## src/rtl/rpic_pkg.sv

```systemverilog
package rpic_pkg;
   localparam int BYTE_W = 8;
   localparam int CMD_W  = 3;

   // control-word bit positions (software-visible encoding)
   localparam int INIT_BIT    = 4;
   localparam int OPW_BIT     = 3;
   localparam int POLL_BIT    = 2;
   localparam int SEL_EN_BIT  = 1;
   localparam int SEL_VAL_BIT = 0;
   localparam int LONG_BIT    = 0;
   localparam int AEOI_BIT    = 1;
   localparam int ROT_BIT     = 7;

   localparam logic [BYTE_W-1:0] POLL_EMPTY = 8'h07;

   typedef enum logic [1:0] {
      ST_RUN  = 2'd0,
      ST_BASE = 2'd1,
      ST_CASC = 2'd2,
      ST_MODE = 2'd3
   } rpic_init_e;

   typedef struct packed {
      logic             init_go;
      logic             init_long;
      logic             poll_set;
      logic             sel_we;
      logic             sel_isr;
      logic             rot_we;
      logic             rot_val;
      logic             eoi_top;
      logic             eoi_named;
      logic             off_from_top;
      logic             off_from_named;
      logic [CMD_W-1:0] named;
      logic             mask_we;
      logic             base_we;
      logic             casc_we;
      logic             mode_we;
   } rpic_cmd_t;
endpackage

```

## src/rtl/rpic_prio_scan.sv

```systemverilog
module rpic_prio_scan #(
   parameter int N  = 8,
   parameter int LW = $clog2(N)
) (
   input  logic [N-1:0]  vec,
   input  logic [LW-1:0] offset,
   output logic          found,
   output logic [LW-1:0] rank,
   output logic [LW-1:0] line
);
   logic [N-1:0] rot;

   // rotate so that position 0 is the line at the offset
   for (genvar i = 0; i < N; i++) begin : g_rot
      logic [LW-1:0] src;
      assign src    = LW'(i) + offset;
      assign rot[i] = vec[src];
   end

   always_comb begin
      found = |rot;
      rank  = '0;
      for (int k = N - 1; k >= 0; k--) begin
         if (rot[k]) rank = LW'(k);
      end
   end

   assign line = rank + offset;
endmodule

```

## src/rtl/rpic_cmd_decode.sv

```systemverilog
module rpic_cmd_decode
   import rpic_pkg::*;
(
   input  logic              wr_en,
   input  logic              addr,
   input  logic [BYTE_W-1:0] wdata,
   input  rpic_init_e        init_st,
   output rpic_cmd_t         cmd
);
   logic [CMD_W-1:0] code;
   logic ctl_wr, data_wr, is_init, is_opw, is_ocmd;

   always_comb begin
      code    = wdata[BYTE_W-1 -: CMD_W];
      ctl_wr  = wr_en && !addr;
      data_wr = wr_en && addr;
      is_init = ctl_wr && wdata[INIT_BIT];
      is_opw  = ctl_wr && !wdata[INIT_BIT] && wdata[OPW_BIT];
      is_ocmd = ctl_wr && !wdata[INIT_BIT] && !wdata[OPW_BIT];

      cmd           = '0;
      cmd.init_go   = is_init;
      cmd.init_long = wdata[LONG_BIT];
      cmd.poll_set  = is_opw && wdata[POLL_BIT];
      cmd.sel_we    = is_opw && wdata[SEL_EN_BIT];
      cmd.sel_isr   = wdata[SEL_VAL_BIT];
      cmd.named     = wdata[CMD_W-1:0];
      cmd.rot_val   = wdata[ROT_BIT];
      cmd.mask_we   = data_wr && (init_st == ST_RUN);
      cmd.base_we   = data_wr && (init_st == ST_BASE);
      cmd.casc_we   = data_wr && (init_st == ST_CASC);
      cmd.mode_we   = data_wr && (init_st == ST_MODE);

      if (is_ocmd) begin
         case (code)
            3'd0, 3'd4: cmd.rot_we = 1'b1;
            3'd1:       cmd.eoi_top = 1'b1;
            3'd5: begin
               cmd.eoi_top      = 1'b1;
               cmd.off_from_top = 1'b1;
            end
            3'd3:       cmd.eoi_named = 1'b1;
            3'd6:       cmd.off_from_named = 1'b1;
            3'd7: begin
               cmd.eoi_named      = 1'b1;
               cmd.off_from_named = 1'b1;
            end
            default: ;
         endcase
      end
   end
endmodule

```

## src/rtl/rot_prio_intc.sv

```systemverilog
module rot_prio_intc
   import rpic_pkg::*;
#(
   parameter int NUM_LINES = 8
) (
   input  logic                         clk,
   input  logic                         rst_n,
   input  logic [NUM_LINES-1:0]         req_in,
   input  logic                         ack,
   input  logic                         wr_en,
   input  logic                         rd_en,
   input  logic                         addr,
   input  logic [BYTE_W-1:0]            wdata,
   output logic [BYTE_W-1:0]            rdata,
   output logic                         int_valid,
   output logic [$clog2(NUM_LINES)-1:0] int_line,
   output logic [BYTE_W-1:0]            vec_base
);
   localparam int LINE_W = $clog2(NUM_LINES);
   localparam int BASE_W = BYTE_W - CMD_W;
   localparam logic [NUM_LINES-1:0] BIT0 = NUM_LINES'(1);

   if (NUM_LINES < 2 || NUM_LINES > (1 << CMD_W) || (1 << LINE_W) != NUM_LINES) begin : g_bad_lines
      $error("rot_prio_intc: NUM_LINES must be a power of two from 2 to 8");
   end

   logic [NUM_LINES-1:0] irr_q, imr_q, isr_q;
   logic [LINE_W-1:0]    off_q;
   logic [BASE_W-1:0]    base_q;
   logic                 sel_q, poll_q, aeoi_q, rot_q, long_q;
   rpic_init_e           st_q;
   logic [BYTE_W-1:0]    rdata_q;

   rpic_cmd_t            cmd;
   logic [NUM_LINES-1:0] pend;
   logic                 p_found, s_found;
   logic [LINE_W-1:0]    p_rank, s_rank, p_line, s_line, n_line;
   logic [NUM_LINES-1:0] p_bit, s_bit, n_bit;
   logic                 take, poll_take;
   logic [NUM_LINES-1:0] irr_clr, isr_set, isr_clr;
   logic [LINE_W-1:0]    off_d;
   logic [BYTE_W-1:0]    rd_d;

   rpic_cmd_decode u_dec (
      .wr_en   (wr_en),
      .addr    (addr),
      .wdata   (wdata),
      .init_st (st_q),
      .cmd     (cmd)
   );

   assign pend = irr_q & ~imr_q;

   rpic_prio_scan #(.N(NUM_LINES), .LW(LINE_W)) u_pend_scan (
      .vec    (pend),
      .offset (off_q),
      .found  (p_found),
      .rank   (p_rank),
      .line   (p_line)
   );

   rpic_prio_scan #(.N(NUM_LINES), .LW(LINE_W)) u_svc_scan (
      .vec    (isr_q),
      .offset (off_q),
      .found  (s_found),
      .rank   (s_rank),
      .line   (s_line)
   );

   assign int_valid = p_found && (!s_found || (p_rank < s_rank));
   assign int_line  = p_line;
   assign take      = ack && int_valid;
   assign poll_take = rd_en && poll_q && int_valid;
   assign n_line    = cmd.named[LINE_W-1:0];
   assign p_bit     = BIT0 << p_line;
   assign s_bit     = BIT0 << s_line;
   assign n_bit     = BIT0 << n_line;

   // clear/set vectors and offset; bus commands override the ack rotation
   always_comb begin
      irr_clr = '0;
      isr_set = '0;
      isr_clr = '0;
      off_d   = off_q;
      if (take) begin
         irr_clr = irr_clr | p_bit;
         if (aeoi_q) begin
            if (rot_q) off_d = p_line + LINE_W'(1);
         end else begin
            isr_set = p_bit;
         end
      end
      if (poll_take) begin
         irr_clr = irr_clr | p_bit;
         isr_clr = isr_clr | p_bit;
      end
      if (cmd.eoi_top && s_found) isr_clr = isr_clr | s_bit;
      if (cmd.eoi_named)          isr_clr = isr_clr | n_bit;
      if (cmd.off_from_top && s_found) off_d = s_line + LINE_W'(1);
      if (cmd.off_from_named)          off_d = n_line + LINE_W'(1);
   end

   always_comb begin
      if (poll_q)      rd_d = int_valid ? BYTE_W'(p_line) : POLL_EMPTY;
      else if (addr)   rd_d = BYTE_W'(imr_q);
      else if (sel_q)  rd_d = BYTE_W'(isr_q);
      else             rd_d = BYTE_W'(irr_q);
   end

   always_ff @(posedge clk or negedge rst_n) begin
      if (!rst_n) begin
         irr_q   <= '0;
         imr_q   <= '0;
         isr_q   <= '0;
         off_q   <= '0;
         base_q  <= '0;
         sel_q   <= 1'b0;
         poll_q  <= 1'b0;
         aeoi_q  <= 1'b0;
         rot_q   <= 1'b0;
         long_q  <= 1'b0;
         st_q    <= ST_RUN;
         rdata_q <= '0;
      end else begin
         if (rd_en) rdata_q <= rd_d;
         if (cmd.init_go) begin
            irr_q  <= '0;
            imr_q  <= '0;
            isr_q  <= '0;
            off_q  <= '0;
            base_q <= '0;
            sel_q  <= 1'b0;
            poll_q <= 1'b0;
            aeoi_q <= 1'b0;
            rot_q  <= 1'b0;
            long_q <= cmd.init_long;
            st_q   <= ST_BASE;
         end else begin
            irr_q <= (irr_q | req_in) & ~irr_clr;
            isr_q <= (isr_q | isr_set) & ~isr_clr;
            off_q <= off_d;
            if (cmd.mask_we) imr_q <= wdata[NUM_LINES-1:0];
            if (cmd.base_we) begin
               base_q <= wdata[BYTE_W-1:CMD_W];
               st_q   <= ST_CASC;
            end
            if (cmd.casc_we) st_q <= long_q ? ST_MODE : ST_RUN;
            if (cmd.mode_we) begin
               aeoi_q <= wdata[AEOI_BIT];
               st_q   <= ST_RUN;
            end
            if (cmd.sel_we) sel_q <= cmd.sel_isr;
            if (cmd.rot_we) rot_q <= cmd.rot_val;
            if (cmd.poll_set)  poll_q <= 1'b1;
            else if (rd_en)    poll_q <= 1'b0;
         end
      end
   end

   assign rdata    = rdata_q;
   assign vec_base = {base_q, {CMD_W{1'b0}}};
endmodule

```

## config.mk

```make
export PLATFORM = sky130hd
export DESIGN_NAME = rot_prio_intc
export DESIGN_NICKNAME = d
export VERILOG_FILES = /design/src/rtl/rpic_pkg.sv /design/src/rtl/rpic_prio_scan.sv /design/src/rtl/rpic_cmd_decode.sv /design/src/rtl/rot_prio_intc.sv
export SDC_FILE = /design/constraint.sdc
export NUM_CORES = 1
export LEC_CHECK = 0
export BUFFER_PORTS_ARGS = -buffer_cell sky130_fd_sc_hd__buf_2
export CAP_MARGIN = 20
export CORE_ASPECT_RATIO = 2
export CORE_MARGIN = 1
export CORE_UTILIZATION = 40
export DETAILED_ROUTE_END_ITERATION = 6
export PLACE_DENSITY_LB_ADDON = 0.12
export SLEW_MARGIN = 20
export SYNTH_ARGS = -nofsm -noshare
export SYNTH_HDL_FRONTEND = slang
export SYNTH_HIERARCHICAL = 1
export SYNTH_SLANG_ARGS = --single-unit
```

## constraint.sdc

```tcl
create_clock -name clk -period 7 [get_ports clk]
set_input_delay 0 -clock clk [delete_from_list [all_inputs] [get_ports clk]]
set_output_delay 0 -clock clk [all_outputs]
set_load 0.005 [all_outputs]
```

==> impl_metrics.toml, run 1 <==
[outcome]
status = "finished, final reports clean"

[detailed_routing]
totalWireLength_mm = 12.04
vias_per_cell = 5.889
vias = 3592
drc = 0
first_pass_iters = 5
wl_per_cell_um = 19.74
antenna_left = 0
drtIter0Drc = 172

[hold_path]
hold_start = "req_in[3]"
worstHoldPathCells = 3
whs_endpoint = "irr_q[3]"
min_path_type = "primary input to flip-flop"

[sta]
period_share_pct = 72.11
rsz0062_at_grt = "false"
max_slew_margin_pct = 34.24
slew_violations = 0
tightest_slew_ns = 0.9799
timing.setup.tns_ns = 0
clock-skew-final_ns = 0.003646
period_needed_ns = 5.048
setup_violations = 0
max_freq_mhz = 198.1
hold_viol_final = 0

[critical_path]
path_max_fanout = 21
required_ns = 7.23
crit_type = "flip-flop to flip-flop"
r2r_start = "off_q[0]"
rr_worst_depth = 13
reg2reg_slack_ns = 1.95
critPathLaunchType = "flip-flop"
worst_ep_arrival_time_ns = 5.27
cp-end-kind = "flip-flop"
regToRegEndpoint = "isr_q[6]"

[floorplanning]
io_pins = 42
start_util_pct = 41.31
core_area_um2 = 10540
die_area_um2 = 11340
fp.dieW_um = 75.79
rows = 53
die_h_um = 149.6

[cells_and_area]
nets = 505
multiInputGateArea_um2 = 2872
final-seq-area_um2 = 1176
diodes = 0
area_growth_pct = 9.107
fillers = 1026
drive_gt1_share_pct = 18.60

[placed_design]
place.gp.congestion = 0.8558
io_buffers = 38
place_hpwl_mm = 9.413

[yosys]
ys_warn_count = 6
syn_area_um2 = 4355
synth_seq_cells = 47
synth_top_area_share_pct = 27.00
synth_common_cells = "mux2i_1 (48), nor2_1 (48), dfrtp_1 (47), nand2_1 (19)"
synthCells = 452
yosys.area.top_type = "dfrtp_1"
synthFlopType = "dfrtp_1"
syn-mean-instance-area_um2 = 9.636
seq_area_frac_synth_pct = 27.00
synth_area_leaders = "dfrtp_1 (27%), mux2i_1 (11%), mux2_1 (4.4%), mux4_2 (4.1%), nor2_1 (4.1%)"
synth-edff-count = 0
netlist-cell-type-count = 69
synthArstFlopShare_pct = 100.0

[clock_network]
cts-buffers-inserted = 5
cts_setup_buffers = 0
path_clk_slew_ns = 0.06
clock_latency_ns = 0.29
root_buffer = "clkbuf_16"
clk_path_buf_depth = 2
htree_levels = 2
cts.sinks = 47
cts_resized = 0
cts_tree = "built"

[global_routing]
antenna_found_initial = 0
overflow = 0
grt_max_degree = 48
grt_pass1_wl_mm = 18.88
grt_pass1_vias = 3578
grtUsageTotal_pct = 22.72

[job]
cap_violations = 0
-- sequential cells by signal (all words and copies together) (netlist names) --
name and cells:
st_q 2, rdata 8, rot_q 1, imr_q 8, isr_q 8, long_q 1
irr_q 8, off_q 3, sel_q 1, aeoi_q 1, poll_q 1, base_q 5
-- metal layers --
metal	track usage (%)	part of all wire, %	vias to the layer above
li1	-	-	1720
met1	24.15	38	1779
met2	42.65	57	75
met3	1.481	1.8	18
met4	11.30	3.7	0
met5	0	0	-
-- layout by cell type, fill, tap and decap left out, drive strengths merged, types with 8 or more instances in the layout --
master | synthesis | final
nor2 | 48 | 48
mux2i | 48 | 48
dfrtp | 47 | 47
buf | 30 | 43
mux2 | 25 | 25
nand2 | 19 | 19
a211oi | 19 | 19
nor2b | 18 | 18
inv | 17 | 17
a221oi | 10 | 10
a21oi | 9 | 9
nand3 | 9 | 9
ha | 9 | 9
nor3 | 8 | 8
mux4 | 8 | 8
o221a | 8 | 8
and3 | 8 | 8
-- kinds of logic (layout without fill, tap and decap cells) --
group / Yosys count / in the layout / share of synthesized area (%)
XOR/XNOR: 8 / 8 / 2.298
flip-flops: 47 / 47 / 27.00
buffers and inverters: 57 / 76 / 7.239
multiplexers: 81 / 81 / 21.63
other: 1 / 3 / 0.08610
AO/OA/AOI/OAI: 100 / 100 / 19.76
adder cells (fa/ha/maj): 11 / 11 / 3.505
AND/OR/NAND/NOR: 147 / 147 / 18.47
-- critical path, stage by stage, from the launching register on --
cell	delay (ns)
dfrtp_1	0.87
inv_1	0.24
ha_1	0.58
mux2i_1	0.32
mux4_2	0.28
and2b_1	0.23
inv_1	0.09
o32ai_1	0.42
inv_1	0.09
ha_1	0.29
o21ai_1	0.07
o21ai_1	0.77
a211o_1	0.49
o221a_1	0.25
-- through the flow --
stage	instance area, µm²	utilization [%]	hold slack, ns	instances	worst slack (ns)
2_1_floorplan	4363	-	-0.2956	454	2.657
3_3_place_gp	4518	42.85	0.1376	596	2.154
3_5_place_dp	4518	42.85	0.1391	596	2.050
4_1_cts	4752	45.07	0.009532	610	2.017
5_1_grt	4752	45.07	0.01097	610	1.603
6_report	4752	45.07	0.01327	610	1.952
-- layout make-up --
class / instances / share of cell area [%]
Multi-Input combinational cell: 350 / 60.43
Sequential cell: 47 / 24.75
Timing Repair Buffer: 49 / 6.056
Tap cell: 137 / 3.607
Clock buffer: 6 / 2.923
Inverter: 19 / 1.501
Clock inverter: 2 / 0.7372
-- how the worst max path moves through the flow --
stage                        start        to  slack (ns)
after floorplan           off_q[0]  off_q[1]        2.66
after global placement    off_q[1]  off_q[1]        2.15
after detailed placement  off_q[0]  isr_q[6]        2.05
after CTS                 off_q[0]  isr_q[6]        2.02
after global routing      off_q[0]  isr_q[7]        1.60
final                     off_q[0]  isr_q[6]        1.95
-- repair_timing --
| item | 4_1_cts | 5_1_grt |
|---|---|---|
| endpoints found under the hold margin | 52 | 0 |
| hold buffers | 6 | 0 |
| endpoints found under the setup margin | 0 | 0 |
Power of run 1 is left out: the tool's default activity adds up to more than one toggle a clock period on the data nets, which glitch-free logic cannot reach.
==> inputs of run 2 (changes only) <==
clock period = 5.29 ns   (was 7 ns; I/O delays follow)
==> impl_metrics.toml, run 2 (synthesis gave the netlist of run 1 again) <==
[outcome]
status = "finished, final reports clean"

[sta]
period_share_pct = 90.51
period_needed_ns = 4.788
tightest_slew_ns = 0.9127
setup_violations = 0
slew_violations = 0
clock-skew-final_ns = 0.004285
fin_ws_ns = 0.5022
rsz0062_at_grt = "false"
max_freq_mhz = 208.9
max_slew_margin_pct = 38.75
hold_viol_final = 0
timing.setup.tns_ns = 0

[global_routing]
grtUsageTotal_pct = 23.39
grt_max_degree = 48
grt_pass1_vias = 3672
grt_pass1_wl_mm = 19.34
grt_use_met3_pct = 1.684
top_usage_layer = "met2"
overflow = 0
gr-usage-met1_pct = 23.69
met2_usage_pct = 43.23
antenna_found_initial = 0

[clock_network]
clock_latency_ns = 0.29
clk_path_buf_depth = 2
htree_levels = 2
cts_tree = "built"
cts_setup_buffers = 0
root_buffer = "clkbuf_16"
cts.sinks = 47
path_clk_slew_ns = 0.06
cts-buffers-inserted = 5

[detailed_routing]
vias = 3602
wl_per_cell_um = 20.28
first_pass_iters = 4
vias_per_cell = 5.886
antenna_left = 0
drc = 0
drtIter0Drc = 139
totalWireLength_mm = 12.41

[placed_design]
place_hpwl_mm = 9.725
place.gp.congestion = 0.8279
place_ws_ns = 0.5660
io_buffers = 38

[floorplanning]
die_h_um = 149.6
fp.dieW_um = 75.79
rows = 53
die_area_um2 = 11340
start_util_pct = 41.31
io_pins = 42
core_area_um2 = 10540

[cells_and_area]
drive_gt1_share_pct = 18.74
diodes = 0
fillers = 1063
nets = 507
area_growth_pct = 9.566
mostFrequentLayoutCells = "nor2_1 (48), mux2i_1 (48), dfrtp_1 (47)"

[critical_path]
cp_slowest_cell = "o21ai_1"
cpMostUsedCell = "inv_1"
cp-end-kind = "flip-flop"
critPathLaunchType = "flip-flop"
worst_ep_arrival_time_ns = 5.01
crit_type = "flip-flop to flip-flop"
path_max_fanout = 40
max_stage_delay_ns = 0.71
required_ns = 5.51
path_cells = "buf_4 > inv_1 > ha_1 > mux2i_1 > mux4_2 > and2b_1 > inv_1 > o32ai_1 > inv_1 > ha_1 > o21ai_1 > o21ai_1 > a211o_1 > o221a_1"

[hold_path]
min_path_type = "primary input to flip-flop"

[job]
cap_violations = 0
-- run 2: worst paths after layout --
kind	cells after the start	from	end	slack, ns
setup / recovery	14	off_q[0]	isr_q[2]	0.50
setup reg to reg	14	off_q[0]	isr_q[2]	0.50
hold reg to reg	1	rdata[6]	rdata[6]	0.48
hold / removal	3	req_in[6]	irr_q[6]	0.003
max in group asynchronous	2	rst_n	rdata[6]	4.60
min in group asynchronous	2	rst_n	rdata[0]	0.27
-- run 2: worst max-delay path, delay by kind of cell (launching register included) --
kind	cells	cell delay (ns)
buf+inv	4	0.73
flops	1	0.34
compound gates	5	1.98
fa+ha+maj	2	0.81
mux	2	0.59
simple gates	1	0.23
-- run 2: timing repair --
action                     in CTS  in global routing
hold buffers                    7                  0
setup endpoints to repair       0                  0
hold endpoints to repair       53                  0
resized for setup               0                  0
-- run 2: stage by stage --
stage          cell area (µm²)  std cells  utilization (%)  hold WS (ns)
4_1_cts                   4770        612            45.24      0.003501
3_3_place_gp              4526        597            42.92        0.2631
5_1_grt                   4772        612            45.26      0.008819
3_5_place_dp              4526        597            42.92        0.2742
6_report                  4772        612            45.26      0.003168
2_1_floorplan             4363        454                -       -0.2956
-- run 2: final cells by class --
cell class | instances | area, µm² | share of cell area (%)
clock buffers | 6 | 138.9 | 2.910
clock inverters | 2 | 35.03 | 0.7341
inverters | 19 | 71.32 | 1.494
multi-input cells | 350 | 2872 | 60.17
flip-flops and latches | 47 | 1176 | 24.65
well taps | 137 | 171.4 | 3.592
repair buffers | 51 | 307.8 | 6.450
-- run 2: metal layers --
layer  vias to the layer above  wire length (µm)  share of wire, %
met4                         0               774               6.2
met5                         -                 0                 0
met3                        29               318               2.6
met1                      1761              4428                36
li1                       1724                 -                 -
met2                        88              6891                56
Power of run 2 is left out for the same reason.
